**config.mk**
```make
export PLATFORM = sky130hd
export DESIGN_NAME = irq_direct_domain
export DESIGN_NICKNAME = d
export VERILOG_FILES = /design/src/rtl/irq_dom_pkg.sv /design/src/rtl/irq_dom_decode.sv /design/src/rtl/irq_dom_source.sv /design/src/rtl/irq_dom_pick.sv /design/src/rtl/irq_direct_domain.sv
export SDC_FILE = /design/constraint.sdc
export NUM_CORES = 2
export LEC_CHECK = 0
export BUFFER_PORTS_ARGS = -buffer_cell sky130_fd_sc_hd__buf_2
export CORE_ASPECT_RATIO = 1.1
export CORE_MARGIN = 1
export CORE_UTILIZATION = 55
export DETAILED_ROUTE_END_ITERATION = 10
export PLACE_DENSITY = 0.69
export SLEW_MARGIN = 20
export SYNTH_ARGS = -nofsm -noshare
export SYNTH_HDL_FRONTEND = slang
export SYNTH_SLANG_ARGS = --single-unit
```
**constraint.sdc**
```tcl
create_clock -name clk -period 78.2 [get_ports clk]
set_input_delay 3.91 -clock clk [delete_from_list [all_inputs] [get_ports clk]]
set_output_delay 3.91 -clock clk [all_outputs]
set_load 0.01 [all_outputs]
```
**src/rtl/irq_dom_pkg.sv**
```systemverilog
package irq_dom_pkg;

  typedef enum logic [1:0] {
    SM_OFF  = 2'd0,
    SM_EDGE = 2'd1,
    SM_HIGH = 2'd2,
    SM_LOW  = 2'd3
  } src_mode_e;

  localparam int ADDR_W = 8;

  localparam logic [ADDR_W-1:0] A_CTRL  = 8'h00;
  localparam logic [ADDR_W-1:0] A_SETEN = 8'h01;
  localparam logic [ADDR_W-1:0] A_CLREN = 8'h02;
  localparam logic [ADDR_W-1:0] A_TOPI  = 8'h03;
  localparam logic [ADDR_W-1:0] A_CLAIM = 8'h04;
  localparam logic [ADDR_W-1:0] A_PEND  = 8'h05;
  localparam logic [ADDR_W-1:0] A_ENBL  = 8'h06;

  localparam logic [1:0] BANK_MODE = 2'b01;
  localparam logic [1:0] BANK_PRIO = 2'b10;

endpackage

```
**src/rtl/irq_dom_decode.sv**
```systemverilog
module irq_dom_decode
  import irq_dom_pkg::*;
#(
  parameter int NUM_SRC = 31,
  parameter int ID_W    = 10
) (
  input  logic              wr_en,
  input  logic [ADDR_W-1:0] wr_addr,
  input  logic [31:0]       wr_data,
  output logic              ctrl_we,
  output logic [NUM_SRC:1]  mode_we,
  output logic [NUM_SRC:1]  prio_we,
  output logic [NUM_SRC:1]  en_set,
  output logic [NUM_SRC:1]  en_clr
);

  localparam int IDX_W = ADDR_W - 2;

  logic [1:0]       bank;
  logic [IDX_W-1:0] slot;
  logic             idx_clean;
  logic [ID_W-1:0]  widx;

  assign bank      = wr_addr[ADDR_W-1:ADDR_W-2];
  assign slot      = wr_addr[IDX_W-1:0];
  assign widx      = wr_data[ID_W-1:0];
  assign idx_clean = (wr_data[31:ID_W] == '0);
  assign ctrl_we   = wr_en && (wr_addr == A_CTRL);

  always_comb begin
    mode_we = '0;
    prio_we = '0;
    en_set  = '0;
    en_clr  = '0;
    for (int i = 1; i <= NUM_SRC; i++) begin
      if (wr_en) begin
        mode_we[i] = (bank == BANK_MODE) && (slot == IDX_W'(i));
        prio_we[i] = (bank == BANK_PRIO) && (slot == IDX_W'(i));
        en_set[i]  = (wr_addr == A_SETEN) && idx_clean && (widx == ID_W'(i));
        en_clr[i]  = (wr_addr == A_CLREN) && idx_clean && (widx == ID_W'(i));
      end
    end
  end

endmodule

```
**src/rtl/irq_dom_source.sv**
```systemverilog
module irq_dom_source
  import irq_dom_pkg::*;
#(
  parameter int PRIO_W = 8
) (
  input  logic              clk,
  input  logic              rst,
  input  logic              raw_i,
  input  logic              mode_we,
  input  logic [1:0]        mode_wd,
  input  logic              prio_we,
  input  logic [PRIO_W-1:0] prio_wd,
  input  logic              en_set,
  input  logic              en_clr,
  input  logic              claim_i,
  output src_mode_e         mode_o,
  output logic [PRIO_W-1:0] prio_o,
  output logic              en_o,
  output logic              pend_o
);

  src_mode_e         mode_q;
  logic [PRIO_W-1:0] prio_q;
  logic              en_q;
  logic              edge_pend_q;
  logic              prev_q;
  logic              rect;
  logic              rise;
  logic              is_level;
  logic              is_edge;

  always_comb begin
    case (mode_q)
      SM_HIGH, SM_EDGE: rect = raw_i;
      SM_LOW:           rect = ~raw_i;
      default:          rect = 1'b0;
    endcase
  end

  assign is_level = (mode_q == SM_HIGH) || (mode_q == SM_LOW);
  assign is_edge  = (mode_q == SM_EDGE);
  assign rise     = rect && !prev_q;

  // Level sources: no storage, the rectified line is the pending bit.
  assign pend_o = is_level ? rect : (is_edge && edge_pend_q);

  always_ff @(posedge clk) begin
    if (rst) begin
      mode_q      <= SM_OFF;
      prio_q      <= PRIO_W'(1);
      en_q        <= 1'b0;
      edge_pend_q <= 1'b0;
      prev_q      <= 1'b0;
    end else begin
      prev_q <= rect;
      if (!is_edge)     edge_pend_q <= 1'b0;
      else if (rise)    edge_pend_q <= 1'b1;
      else if (claim_i) edge_pend_q <= 1'b0;
      if (mode_we) mode_q <= src_mode_e'(mode_wd);
      if (prio_we) prio_q <= (prio_wd == '0) ? PRIO_W'(1) : prio_wd;
      if (en_set)      en_q <= 1'b1;
      else if (en_clr) en_q <= 1'b0;
    end
  end

  assign mode_o = mode_q;
  assign prio_o = prio_q;
  assign en_o   = en_q;

  assert_level_copy_R1: assert property (@(posedge clk) disable iff (rst)
    is_level |-> (pend_o == (raw_i ^ (mode_q == SM_LOW))));

  assert_edge_hold_R9: assert property (@(posedge clk) disable iff (rst)
    (is_edge && pend_o && !claim_i && !mode_we) |=> pend_o);

  assert_claim_drop_R8: assert property (@(posedge clk) disable iff (rst)
    (is_edge && claim_i && !rise && !mode_we) |=> !pend_o);

  assert_off_quiet_R9: assert property (@(posedge clk) disable iff (rst)
    (mode_q == SM_OFF) |-> !pend_o);

  assert_prio_nonzero_R7: assert property (@(posedge clk) disable iff (rst)
    prio_o != '0);

endmodule

```
**src/rtl/irq_dom_pick.sv**
```systemverilog
module irq_dom_pick #(
  parameter int NUM_SRC = 31,
  parameter int PRIO_W  = 8,
  parameter int ID_W    = 10
) (
  input  logic [NUM_SRC:1]  cand_i,
  input  logic [PRIO_W-1:0] prio_i [1:NUM_SRC],
  output logic [ID_W-1:0]   top_id,
  output logic [PRIO_W-1:0] top_prio
);

  logic hit;

  // Linear scan: strict "less than" keeps the lowest index on ties.
  always_comb begin
    hit      = 1'b0;
    top_id   = '0;
    top_prio = '0;
    for (int i = 1; i <= NUM_SRC; i++) begin
      if (cand_i[i] && (!hit || (prio_i[i] < top_prio))) begin
        hit      = 1'b1;
        top_id   = ID_W'(i);
        top_prio = prio_i[i];
      end
    end
  end

endmodule

```
**src/rtl/irq_direct_domain.sv**
```systemverilog
module irq_direct_domain
  import irq_dom_pkg::*;
#(
  parameter int NUM_SRC = 31,
  parameter int PRIO_W  = 8,
  parameter int ID_W    = 10
) (
  input  logic               clk,
  input  logic               rst,
  input  logic [NUM_SRC:1]   src_i,
  input  logic               wr_en,
  input  logic [ADDR_W-1:0]  wr_addr,
  input  logic [31:0]        wr_data,
  input  logic               rd_en,
  input  logic [ADDR_W-1:0]  rd_addr,
  output logic [31:0]        rd_data,
  output logic               irq_o
);

  localparam int IDX_W   = ADDR_W - 2;
  localparam int ID_LSB  = 16;

  logic              ctrl_we;
  logic [NUM_SRC:1]  mode_we, prio_we, en_set, en_clr;
  logic [NUM_SRC:1]  pend_v, en_v, cand_v, claim_v;
  src_mode_e         mode_arr [1:NUM_SRC];
  logic [PRIO_W-1:0] prio_arr [1:NUM_SRC];
  logic [ID_W-1:0]   top_id;
  logic [PRIO_W-1:0] top_prio;
  logic [31:0]       top_word;
  logic              claim_rd;
  logic              dom_en_q;
  logic [31:0]       rd_next;
  logic [31:0]       rd_q;
  logic              irq_q;

  irq_dom_decode #(.NUM_SRC(NUM_SRC), .ID_W(ID_W)) u_decode (
    .wr_en   (wr_en),
    .wr_addr (wr_addr),
    .wr_data (wr_data),
    .ctrl_we (ctrl_we),
    .mode_we (mode_we),
    .prio_we (prio_we),
    .en_set  (en_set),
    .en_clr  (en_clr)
  );

  assign claim_rd = rd_en && (rd_addr == A_CLAIM);

  for (genvar i = 1; i <= NUM_SRC; i++) begin : g_src
    assign claim_v[i] = claim_rd && (top_id == ID_W'(i));
    irq_dom_source #(.PRIO_W(PRIO_W)) u_src (
      .clk     (clk),
      .rst     (rst),
      .raw_i   (src_i[i]),
      .mode_we (mode_we[i]),
      .mode_wd (wr_data[1:0]),
      .prio_we (prio_we[i]),
      .prio_wd (wr_data[PRIO_W-1:0]),
      .en_set  (en_set[i]),
      .en_clr  (en_clr[i]),
      .claim_i (claim_v[i]),
      .mode_o  (mode_arr[i]),
      .prio_o  (prio_arr[i]),
      .en_o    (en_v[i]),
      .pend_o  (pend_v[i])
    );
  end

  assign cand_v = pend_v & en_v;

  irq_dom_pick #(.NUM_SRC(NUM_SRC), .PRIO_W(PRIO_W), .ID_W(ID_W)) u_pick (
    .cand_i   (cand_v),
    .prio_i   (prio_arr),
    .top_id   (top_id),
    .top_prio (top_prio)
  );

  assign top_word = (32'(top_id) << ID_LSB) | 32'(top_prio);

  always_comb begin
    rd_next = '0;
    case (rd_addr)
      A_CTRL:          rd_next = 32'(dom_en_q);
      A_TOPI, A_CLAIM: rd_next = top_word;
      A_PEND:          rd_next = 32'({pend_v, 1'b0});
      A_ENBL:          rd_next = 32'({en_v, 1'b0});
      default: begin
        for (int i = 1; i <= NUM_SRC; i++) begin
          if (rd_addr[IDX_W-1:0] == IDX_W'(i)) begin
            if (rd_addr[ADDR_W-1:IDX_W] == BANK_MODE) rd_next = 32'(mode_arr[i]);
            if (rd_addr[ADDR_W-1:IDX_W] == BANK_PRIO) rd_next = 32'(prio_arr[i]);
          end
        end
      end
    endcase
  end

  always_ff @(posedge clk) begin
    if (rst) begin
      dom_en_q <= 1'b0;
      rd_q     <= '0;
      irq_q    <= 1'b0;
    end else begin
      if (ctrl_we) dom_en_q <= wr_data[0];
      if (rd_en)   rd_q     <= rd_next;
      irq_q <= dom_en_q && (top_id != '0);
    end
  end

  assign rd_data = rd_q;
  assign irq_o   = irq_q;

  assert_top_empty_R6: assert property (@(posedge clk) disable iff (rst)
    ((top_id == '0) == (cand_v == '0)));

  assert_irq_gate_R10: assert property (@(posedge clk) disable iff (rst)
    irq_o |-> $past(dom_en_q));

  assert_claim_single_R8: assert property (@(posedge clk) disable iff (rst)
    $onehot0(claim_v));

endmodule

```
==> impl_metrics.csv <==
group,metric,value,unit
logic_synthesis,async_reset_ff_share,0,%
clock_network,htree_levels,2,
drt,vias,35993,
sta,fmax,0.01438,GHz
sta,relSlewSlack,21.40,%
die,core_region_area,59750,um2
global_routing,grt_pass1_vias,32473,
layout,layout_commonest_cell,"nand2_1",
logic_synthesis,ys_ff_latch,437,
die,io_pins,116,
clock_network,cts_setup_buffers,0,
logic_synthesis,ys_warn_count,0,
min_path,hold_path.class,"reg2reg",
worst_setup_path,worstPathBufferInverterCount,26,
layout,areaGrowthSynthToFinish,8.202,%
placement,gp_congestion,1.055,
run,max_cap_viol_count,0,
power,internal_power,365.7,uW
clock_network,clock_latency,0.65,ns
drt,wl,145100,um
clock_network,clkSinkCount,437,
sta,fin_crit_sh,88.91,%
sta,setup_viol,0,
layout,layout_common_cells,"nand2_1 (817), a21oi_1 (546), dfxtp_1 (437)",
clock_network,ctsHoldBuffers,0,
global_routing,grt_max_degree,207,
worst_setup_path,path_max_fanout,23,
logic_synthesis,syn_area,33180,um2
power,ir_drop,0.01700,mV
die,rows,94,
worst_setup_path,end_kind,"flop",
layout,nFillCells,5732,
die,die_y,259.6,um
status,status,"completed",
power,p_per_area,13.77,nW/um2
global_routing,antenna_found_initial,2,
worst_setup_path,cp_num_cells,313,
placement,placement.io_buffers,115,
drt,viasPerCell,6.705,
drt,wl_per_cell,27.04,um
sta,hold_viol,0,
worst_setup_path,crit_top_cell,"a21oi_1",
power,p_leak,0.01337,uW
clock_network,cts_root_buf,"clkbuf_16",
clock_network,numCtsBuffers,50,
clock_network,clkSlewWorstSetupHoldPaths,0.06,ns
power,p_sw,128.6,uW
global_routing,grt_overflow,0,
logic_synthesis,synth_cells,4580,
worst_setup_path,required,78.75,ns
power,p_sw_share,26.02,%
placement,hpwl,110800,um
clock_network,cts_tree,"yes",
logic_synthesis,synth_edf_count,0,
layout,final_util,60.09,%
clock_network,cts_buffer_depth,3,
worst_setup_path,cp.arrival,70.07,ns
logic_synthesis,ys_types,131,
layout,drive_gt1_share,8.571,%
clock_network,cts_resized,0,
drt,drt_iter0_drc,4980,
worst_setup_path,cp_slowest_cell,"and2_1",
sta,slew_viol_final,0,
sta,post-route-min-period,69.53,ns
worst_setup_path,critPathLaunchType,"input pin",
drt,firstDrtPassIters,7,
logic_synthesis,synth_flop_cell,"dfxtp_1",
min_path,holdPathStages,2,
sta,tightestPinTransition,1.177,ns
die,start_util,55.53,%
logic_synthesis,syn_nets,4922,
power,power_frac_clock,49.2,%
global_routing,grt_usage,45.92,%
drt,drtAntennaViolNets,0,
sta,finClkSkew,0.03492,ns
die,dieArea,61310,um2
worst_setup_path,criticalPathCategory,"in2reg",
drt,drc,0,
die,die_x,236.2,um
logic_synthesis,syn_avg_cell_area,7.244,um2
global_routing,grt_pass1_wl,211000,um
worst_setup_path,crit_path_max_incr_delay,0.87,ns
power,finalPower,494.3,uW
power,seq_power_share,45.3,%
logic_synthesis,yosysSeqAreaShare,26.37,%
worst_setup_path,path_delay_family,"compound AO/OA/AOI/OAI gates",
worst_setup_path,reg2reg_depth,314,
sta,finalSetupTns,0,ns
power,pwr-share-comb,5.4,%
sta,hold_ws,0.4731,ns
layout,finalNetCount,4905,
sta,rsz0062_at_grt,"no",
[cells by family (layout without fill, tap and decap cells)]
family,Yosys count,in the layout,synth area share [%]
AOI/OAI and AO/OA,1410,1410,28.34
muxes,119,119,3.892
buffers and inverters,497,514,5.755
adders and majority gates,279,279,10.38
other,0,3,0
and+or+nand+nor,1828,1828,25.00
DFF,437,437,26.37
xor gates and xnor gates,10,10,0.2640
[worst min-delay path, delay by kind of cell (launching register included)]
family           cells  cell delay (ns)
AND/OR/NAND/NOR      1             0.05
AO/OA/AOI/OAI        1             0.06
flip-flops           1             0.31
[cell type report]
class	count	area (um2)	area share [%]
clock buffers	63	1360	3.789
inverters	266	998.5	2.781
clock inverters	23	277.8	0.7737
diodes	3	7.507	0.02091
multi-input cells	3646	22600	62.94
flip-flops and latches	437	8748	24.37
well taps	768	960.9	2.677
repair buffers	162	950.9	2.649
[flip-flops by register name, summed over array words and instances, names as in the netlist]
| signal | flops |
|---|---|
| g_src.u_src.prio_o | 248 |
| dom_en_q | 1 |
| g_src.u_src.en_o | 31 |
| rd_data | 32 |
| g_src.u_src.mode_o | 62 |
| irq_o | 1 |
| g_src.u_src.prev_q | 31 |
| g_src.u_src.edge_pend_q | 31 |
[final timing paths]
path	from	endpoint	slack (ns)
worst max register to register	g_src[1].u_src.mode_o[0]$_SDFFE_PP0P_	g_src[27].u_src.edge_pend_q$_SDFFE_PP0P_	11.18
worst max-delay path	src_i[1]	g_src[27].u_src.edge_pend_q$_SDFFE_PP0P_	8.67
worst min-delay path	g_src[1].u_src.prio_o[5]$_SDFFE_PP0P_	g_src[1].u_src.prio_o[5]$_SDFFE_PP0P_	0.47
worst min register to register	g_src[1].u_src.prio_o[5]$_SDFFE_PP0P_	g_src[1].u_src.prio_o[5]$_SDFFE_PP0P_	0.47
[through the flow]
| stage | worst slack, ns | cells | area [um2] |
|---|---|---|---|
| 2_1_floorplan | 15.85 | 4580 | 33180 |
| 3_3_place_gp | 10.41 | 5279 | 34250 |
| 3_5_place_dp | 9.276 | 5279 | 34250 |
| 4_1_cts | 9.720 | 5365 | 35890 |
| 5_1_grt | 2.696 | 5365 | 35890 |
| 6_report | 8.671 | 5368 | 35900 |
[power groups by stage]
stage          logic, uW  registers (uW)  clock network (uW)
3_5_place_dp        25.3             229                   0
5_1_grt             27.2             224                 251
3_3_place_gp        25.2             229                   0
4_1_cts             25.3             224                 243
6_report            26.9             224                 243
2_1_floorplan       13.6             229                   0
[cells in the mapped netlist, types with 23 or more instances]
| master | instances | share of area, % |
|---|---|---|
| nor4_1 | 28 | 0.53 |
| nor2b_1 | 54 | 1.0 |
| a22oi_1 | 100 | 2.3 |
| nand3_1 | 162 | 2.4 |
| dfxtp_1 | 437 | 26 |
| clkbuf_1 | 204 | 2.3 |
| mux2_2 | 38 | 1.3 |
| a31oi_1 | 35 | 0.66 |
| o31ai_1 | 24 | 0.54 |
| nand3b_1 | 35 | 0.79 |
| ha_1 | 259 | 9.8 |
| nand2b_1 | 67 | 1.3 |
| and2_1 | 30 | 0.57 |
| o211ai_1 | 27 | 0.61 |
| o21ai_0 | 219 | 3.3 |
| nand2_1 | 817 | 9.2 |
| nor3_1 | 75 | 1.1 |
| o21a_1 | 25 | 0.57 |
| nand4_1 | 39 | 0.74 |
| o21ai_1 | 23 | 0.35 |
| and3_1 | 26 | 0.49 |
| inv_1 | 264 | 3.0 |
| nor2_1 | 402 | 4.5 |
| mux2i_1 | 72 | 2.2 |
| a211oi_1 | 27 | 0.61 |
| a21o_1 | 41 | 0.93 |
| a21oi_1 | 547 | 8.3 |
| a211o_1 | 49 | 1.3 |
[routing by layer]
metal | global-route usage (%) | part of all wire (%) | vias to the layer above | wire length [um]
met3 | 9.585 | 11 | 503 | 16350
met1 | 58.85 | 39 | 16842 | 56300
li1 | - | - | 16403 | -
met2 | 68.69 | 42 | 2243 | 60360
met4 | 32.81 | 8.3 | 2 | 12110
met5 | 0 | 0.0096 | - | 14
(Power assumes the default switching activity.)
